### config.mk
export PLATFORM = sky130hd
export DESIGN_NAME = stepper_phase_seq
export DESIGN_NICKNAME = d
export VERILOG_FILES = /design/src/rtl/stepseq_pkg.sv /design/src/rtl/step_prescaler.sv /design/src/rtl/phase_fsm.sv /design/src/rtl/stepper_phase_seq.sv
export SDC_FILE = /design/constraint.sdc
export NUM_CORES = 1
export LEC_CHECK = 0
export BUFFER_PORTS_ARGS = -buffer_cell sky130_fd_sc_hd__buf_2
export CELL_PAD_IN_SITES_DETAIL_PLACEMENT = 0
export CELL_PAD_IN_SITES_GLOBAL_PLACEMENT = 1
export CORE_AREA = 2 2 60 62
export DETAILED_ROUTE_END_ITERATION = 8
export DIE_AREA = 0 0 62 64
export PLACE_DENSITY_LB_ADDON = 0.1
export SLEW_MARGIN = 20
export SYNTH_ARGS = -nofsm -noshare
export SYNTH_HDL_FRONTEND = slang
export SYNTH_SLANG_ARGS = --single-unit
### constraint.sdc
create_clock -name clk -period 2.9 [get_ports clk]
set_clock_uncertainty 0.2 [all_clocks]
set_input_delay 0.58 -clock clk [delete_from_list [all_inputs] [get_ports clk]]
set_output_delay 0.58 -clock clk [all_outputs]
set_load 0.03 [all_outputs]
### src/rtl/stepseq_pkg.sv
package stepseq_pkg;

    typedef enum logic [1:0] {
        PH_HOME  = 2'd0,
        PH_ONE   = 2'd1,
        PH_TWO   = 2'd2,
        PH_THREE = 2'd3
    } phase_e;

    // Coil pattern driven in each phase; bit 3 first.
    function automatic logic [3:0] coil_of(phase_e ph);
        logic [3:0] pat;
        case (ph)
            PH_HOME:  pat = 4'b0101;
            PH_ONE:   pat = 4'b0110;
            PH_TWO:   pat = 4'b1010;
            default:  pat = 4'b1001;
        endcase
        return pat;
    endfunction

    // Neighbour on the ring of phases in the chosen direction.
    function automatic phase_e next_phase(phase_e ph, logic fwd);
        logic [1:0] raw;
        raw = fwd ? (2'(ph) + 2'd1) : (2'(ph) - 2'd1);
        return phase_e'(raw);
    endfunction

endpackage

### src/rtl/step_prescaler.sv
module step_prescaler #(
    parameter int unsigned DIV = 50_000_000
) (
    input  logic clk,
    input  logic rst,
    output logic tick_o
);
    localparam int unsigned CNT_W = (DIV > 1) ? $clog2(DIV) : 1;
    localparam logic [CNT_W-1:0] LAST = CNT_W'(DIV - 1);

    typedef struct packed {
        logic [CNT_W-1:0] cnt;
    } pre_s;

    pre_s pre_d, pre_q;
    logic tick;

    always_comb begin
        pre_d = pre_q;
        tick  = (pre_q.cnt == LAST);
        if (rst) begin
            pre_d.cnt = '0;
        end else if (tick) begin
            pre_d.cnt = '0;
        end else begin
            pre_d.cnt = pre_q.cnt + 1'b1;
        end
    end

    always_ff @(posedge clk) begin
        pre_q <= pre_d;
    end

    assign tick_o = tick;

    // after a strobe the count starts over from zero
    a_r5_wrap_to_zero: assert property (@(posedge clk) disable iff (rst)
        tick |=> (pre_q.cnt == '0));

    // reset clears the count
    a_r1_count_cleared: assert property (@(posedge clk)
        rst |=> (pre_q.cnt == '0));

    generate
        if (DIV > 1) begin : g_gap
            // strobes are never back to back when the period exceeds one
            a_r5_single_cycle: assert property (@(posedge clk) disable iff (rst)
                tick |=> !tick);
        end
    endgenerate

endmodule

### src/rtl/phase_fsm.sv
module phase_fsm
    import stepseq_pkg::*;
(
    input  logic       clk,
    input  logic       rst,
    input  logic       step_i,
    input  logic       fwd_i,
    output logic [3:0] coil_o
);
    typedef struct packed {
        phase_e phase;
    } fsm_s;

    fsm_s fsm_d, fsm_q;

    always_comb begin
        fsm_d = fsm_q;
        if (rst) begin
            fsm_d.phase = PH_HOME;
        end else if (step_i) begin
            fsm_d.phase = next_phase(fsm_q.phase, fwd_i);
        end
    end

    always_ff @(posedge clk) begin
        fsm_q <= fsm_d;
    end

    assign coil_o = coil_of(fsm_q.phase);

    // reset forces the home phase
    a_r1_home: assert property (@(posedge clk)
        rst |=> (fsm_q.phase == PH_HOME));

    // no strobe, no movement
    a_r6_hold: assert property (@(posedge clk) disable iff (rst)
        !step_i |=> $stable(coil_o));

    // forward strobe advances by one
    a_r3_forward: assert property (@(posedge clk) disable iff (rst)
        (step_i && fwd_i) |=> (2'(fsm_q.phase) == 2'(2'($past(fsm_q.phase)) + 2'd1)));

    // reverse strobe retreats by one
    a_r4_reverse: assert property (@(posedge clk) disable iff (rst)
        (step_i && !fwd_i) |=> (2'(fsm_q.phase) == 2'(2'($past(fsm_q.phase)) - 2'd1)));

    // exactly two coils energised
    a_r8_two_hot: assert property (@(posedge clk) disable iff (rst)
        $countones(coil_o) == 2);

endmodule

### src/rtl/stepper_phase_seq.sv
module stepper_phase_seq #(
    parameter int unsigned DIV = 50_000_000
) (
    input  logic       clk,
    input  logic       rst,
    input  logic       dir_fwd,
    output logic [3:0] coil
);
    logic step;

    step_prescaler #(.DIV(DIV)) prescale_i (
        .clk    (clk),
        .rst    (rst),
        .tick_o (step)
    );

    phase_fsm fsm_i (
        .clk    (clk),
        .rst    (rst),
        .step_i (step),
        .fwd_i  (dir_fwd),
        .coil_o (coil)
    );

endmodule

==> results.md <==
| Group | Quantity | Reported |
|---|---|---|
| synth | Mean area per synthesized cell | 8.541 um2 |
| clock tree | Count of hold buffers inserted by post-cts repair | 0 |
| placed design | RD Place Congestion | 0.7834 |
| synth | Cells after Synth | 167 |
| synth | Flops & latches, synth | 28 |
| clock tree | Total CTS buffers | 3 |
| drt | Total DRC errors in the routed layout | 0 |
| synth | Post-Syn Nets | 175 |
| setup path | Worst path required time | 2.97 ns |
| die | Horiz. Die Dim | 62 um |
| layout | Total inserted antenna cells | 0 |
| clock tree | Clock sinks | 28 |
| power | Peak VDD IR | 0.1829 mV |
| placed design | HPWL after detailed placement | 2.134 mm |
| timing | Final critical path time including I/O delays and setup | 2.391 ns |
| drt | Total wirelength of the detailed-routed design | 2.911 mm |
| placed design | Number of port buffers | 6 |
| die | Floorplan die height | 64 um |
| clock tree | Post-CTS Resized | 0 |
| timing | Number of hold violations in the final report | 0 |
| setup path | Family with the most delay on the worst path | simple AND/OR/NAND/NOR gates |
| worst hold path | Type of the worst min-delay path | input port to flop |
| die | Area of the core | 3284 um2 |
| setup path | Worst Path Arrival | 2.46 ns |
| power | P_leak | 0.4828 nW |
| timing | Crit path setup slack, layout | 0.5085 ns |
| layout | Seq. cell area | 560.5 um2 |
| timing | Post-route clock period utilization | 82.46% |
| grt | Number of global-route vias before repair | 1111 |
| synth | Post-synth cell types | 31 |
| die | # IOs | 7 |
| clock tree | Master cell of the clock root buffer | sky130_fd_sc_hd__clkbuf_4 |
| drt | Count of vias placed by the detailed router | 1210 |
| flow run | Number of max-capacitance violations reported | 0 |
| layout | Fillers | 337 |
| timing | Worst rel slew slack | 69.94% |
| timing | Final max-slew violation count | 0 |
| placed design | Number of placed instances with taps included | 215 |
| clock tree | TritonCTS clock tree | yes |
| placed design | Dpl ws | 0.5690 ns |
| synth | Top FF cell, synth | sky130_fd_sc_hd__dfxtp_1 |
| setup path | Biggest cell delay along the critical path | 0.59 ns |
| setup path | Worst-path cell chain | ha_1 -> nand3_1 -> or3_1 -> or4_1 -> a21oi_1 |
| drt | Antenna viol nets, final | 0 |
| grt | Largest net degree at the start of global routing | 17 |
| clock tree | H-tree levels | 1 |
| synth | Number of synthesized flops with an enable pin | 0 |
| layout | Number of nets at the end of the flow | 182 |
| die | Total Die Area | 3968 um2 |
| die | Number of rows in the core area | 21 |
| timing | Min Hold Slack | 0.2201 ns |
| timing | Setup Viol. Count Final | 0 |
| setup path | Critical path launch point type | flop |
| timing | Tightest Pin Transition | 0.4468 ns |
| layout | Share of layout cells above drive strength 1 | 9.249% |
| synth | Post-synthesis cell area | 1426 um2 |
| outcome | Outcome | finished clean |
| synth | Async set-or-reset flop fraction in the synthesized netlist | 0% |
| setup path | Maximum net fanout on the critical path | 12 |
| grt | First-pass GRT wire length | 5.057 mm |
| layout | Layout Area Growth over Synthesis | 8.508% |
| grt | Global-route usage over all layers | 16.85% |
| drt | Post-DR vias/cell | 5.525 |
| timing | Setup repair after global routing missed its margin | no |
| clock tree | Clock Tree Buf Depth | 2 |
| clock tree | Post-CTS setup buffer count | 0 |
| setup path | CP Class | flop to flop |
| setup path | Critical path buffers and inverters | 0 |
| grt | GRT overflow | 0 |
| drt | Average routed wire per standard cell | 13.29 um |
| grt | Initial antenna violation count | 0 |
| timing | Highest attainable clock frequency | 0.4182 GHz |
| clock tree | Clock-pin slew on the worst setup and hold paths | 0.15 ns |
| power | Power density over the cells | 428.6 nW/um2 |
| clock tree | Worst-skew pair later-pin latency | 0.33 ns |
| layout | Combined area of the multi-input logic cells | 802.0 um2 |
| setup path | Setup crit end kind | flop |
| layout | Post-layout instance count excluding filler cells | 219 |
| timing | Total Neg Setup Slack | 0 ns |
| synth | Register area share after synthesis | 39.30% |
| setup path | Cell with the largest stage delay on the worst path | sky130_fd_sc_hd__or3_1 |
| die | Starting Density | 43.43% |
| drt | DR iter-0 viols | 28 |
| synth | Number of warning messages in the yosys log | 0 |
| drt | Number of detailed-route iterations in the first pass | 4 |
-- cells in the mapped netlist (2+ instances only) --
library cell	count	area share [%]
sky130_fd_sc_hd__buf_2	3	1.1
sky130_fd_sc_hd__clkbuf_1	2	0.53
sky130_fd_sc_hd__and3_1	3	1.3
sky130_fd_sc_hd__xor2_1	2	1.2
sky130_fd_sc_hd__nor2_1	19	5.0
sky130_fd_sc_hd__and4_1	3	1.8
sky130_fd_sc_hd__nand4_1	7	3.1
sky130_fd_sc_hd__a21oi_1	14	4.9
sky130_fd_sc_hd__o31ai_1	7	3.7
sky130_fd_sc_hd__nand2_1	6	1.6
sky130_fd_sc_hd__inv_1	8	2.1
sky130_fd_sc_hd__nor4_1	5	2.2
sky130_fd_sc_hd__o21ai_0	6	2.1
sky130_fd_sc_hd__or3_1	7	3.1
sky130_fd_sc_hd__nor4b_1	2	1.2
sky130_fd_sc_hd__dfxtp_1	28	39
sky130_fd_sc_hd__xnor2_1	11	6.8
sky130_fd_sc_hd__and3b_1	2	1.2
sky130_fd_sc_hd__nand3_1	9	3.2
sky130_fd_sc_hd__ha_1	5	4.4
sky130_fd_sc_hd__or4_1	8	4.2
-- registers in the layout, indices dropped and copies added, names as in the netlist --
name	flops
fsm_i.fsm_q	2
prescale_i.pre_q	26
-- logic make-up (layout without fill, tap and decap cells) --
group / Yosys count / count (layout) / share of synthesized area [%]
AO/OA/AOI/OAI: 29 / 29 / 11.84
buffers and inverters: 14 / 20 / 4.474
AND/OR/NAND/NOR: 78 / 78 / 32.02
adder cells (fa/ha/maj): 5 / 5 / 4.386
XOR/XNOR: 13 / 13 / 7.983
flip-flops: 28 / 28 / 39.30
-- power by group --
part	switching, mW	total [mW]	internal, mW
Combinational	0.00995	0.0169	0.00695
Clock	0.115	0.254	0.140
Sequential	0.00361	0.392	0.388
-- placed cells by master (no fill, tap or decap), types with 3 or more instances in the layout --
master                     synthesis  final
sky130_fd_sc_hd__dfxtp_1          28     28
sky130_fd_sc_hd__nor2_1           19     19
sky130_fd_sc_hd__a21oi_1          14     14
sky130_fd_sc_hd__xnor2_1          11     11
sky130_fd_sc_hd__nand3_1           9      9
sky130_fd_sc_hd__inv_1             8      8
sky130_fd_sc_hd__or4_1             8      8
sky130_fd_sc_hd__or3_1             7      7
sky130_fd_sc_hd__nand4_1           7      7
sky130_fd_sc_hd__o31ai_1           7      7
sky130_fd_sc_hd__nand2_1           6      6
sky130_fd_sc_hd__o21ai_0           6      6
sky130_fd_sc_hd__buf_2             3      6
sky130_fd_sc_hd__nor4_1            5      5
sky130_fd_sc_hd__ha_1              5      5
sky130_fd_sc_hd__and3_1            3      3
sky130_fd_sc_hd__and4_1            3      3
sky130_fd_sc_hd__clkbuf_4          0      3
-- final cells by class --
cell class	count	share of cell area, %
clock buffers	3	1.455
clock inverters	1	1.940
inverters	8	1.940
multi-input cells	125	51.82
flip-flops and latches	28	36.22
well taps	46	3.719
repair buffers	8	2.910
-- worst reg2reg max path, cell delays in order (launching register included) --
cell and delay [ns]:
sky130_fd_sc_hd__dfxtp_1 0.41, sky130_fd_sc_hd__ha_1 0.23, sky130_fd_sc_hd__nand3_1 0.20, sky130_fd_sc_hd__or3_1 0.59
sky130_fd_sc_hd__or4_1 0.56, sky130_fd_sc_hd__a21oi_1 0.14
-- worst paths after layout --
path | from | endpoint | slack, ns | depth (start not counted)
worst max-delay path | prescale_i.pre_q[0] | prescale_i.pre_q[20] | 0.51 | 5
worst min-delay path | rst | fsm_i.fsm_q[1] | 0.22 | 2
worst max register to register | prescale_i.pre_q[0] | prescale_i.pre_q[20] | 0.51 | 5
worst min register to register | prescale_i.pre_q[0] | prescale_i.pre_q[0] | 0.29 | 1
-- per-layer routing --
| metal | routed length [um] | vias to the layer above | global-route usage, % |
|---|---|---|---|
| li1 | - | 631 | - |
| met1 | 1493 | 568 | 23.43 |
| met2 | 1346 | 9 | 25.78 |
| met3 | 52 | 2 | 2.429 |
| met4 | 19 | 0 | 6.383 |
| met5 | 0 | - | 0 |
-- stage by stage --
| stage | util (%) | cell area (um2) | power [mW] |
|---|---|---|---|
| finish | 47.12 | 1548 | 0.6634 |
| global route | 47.12 | 1548 | 0.6938 |
| CTS | 47.12 | 1548 | 0.6753 |
| detailed placement | 45.52 | 1495 | 0.4180 |
| global placement | 45.52 | 1495 | 0.4164 |
| floorplan | - | 1426 | 0.4104 |
Power figures use the tool's default switching activity.
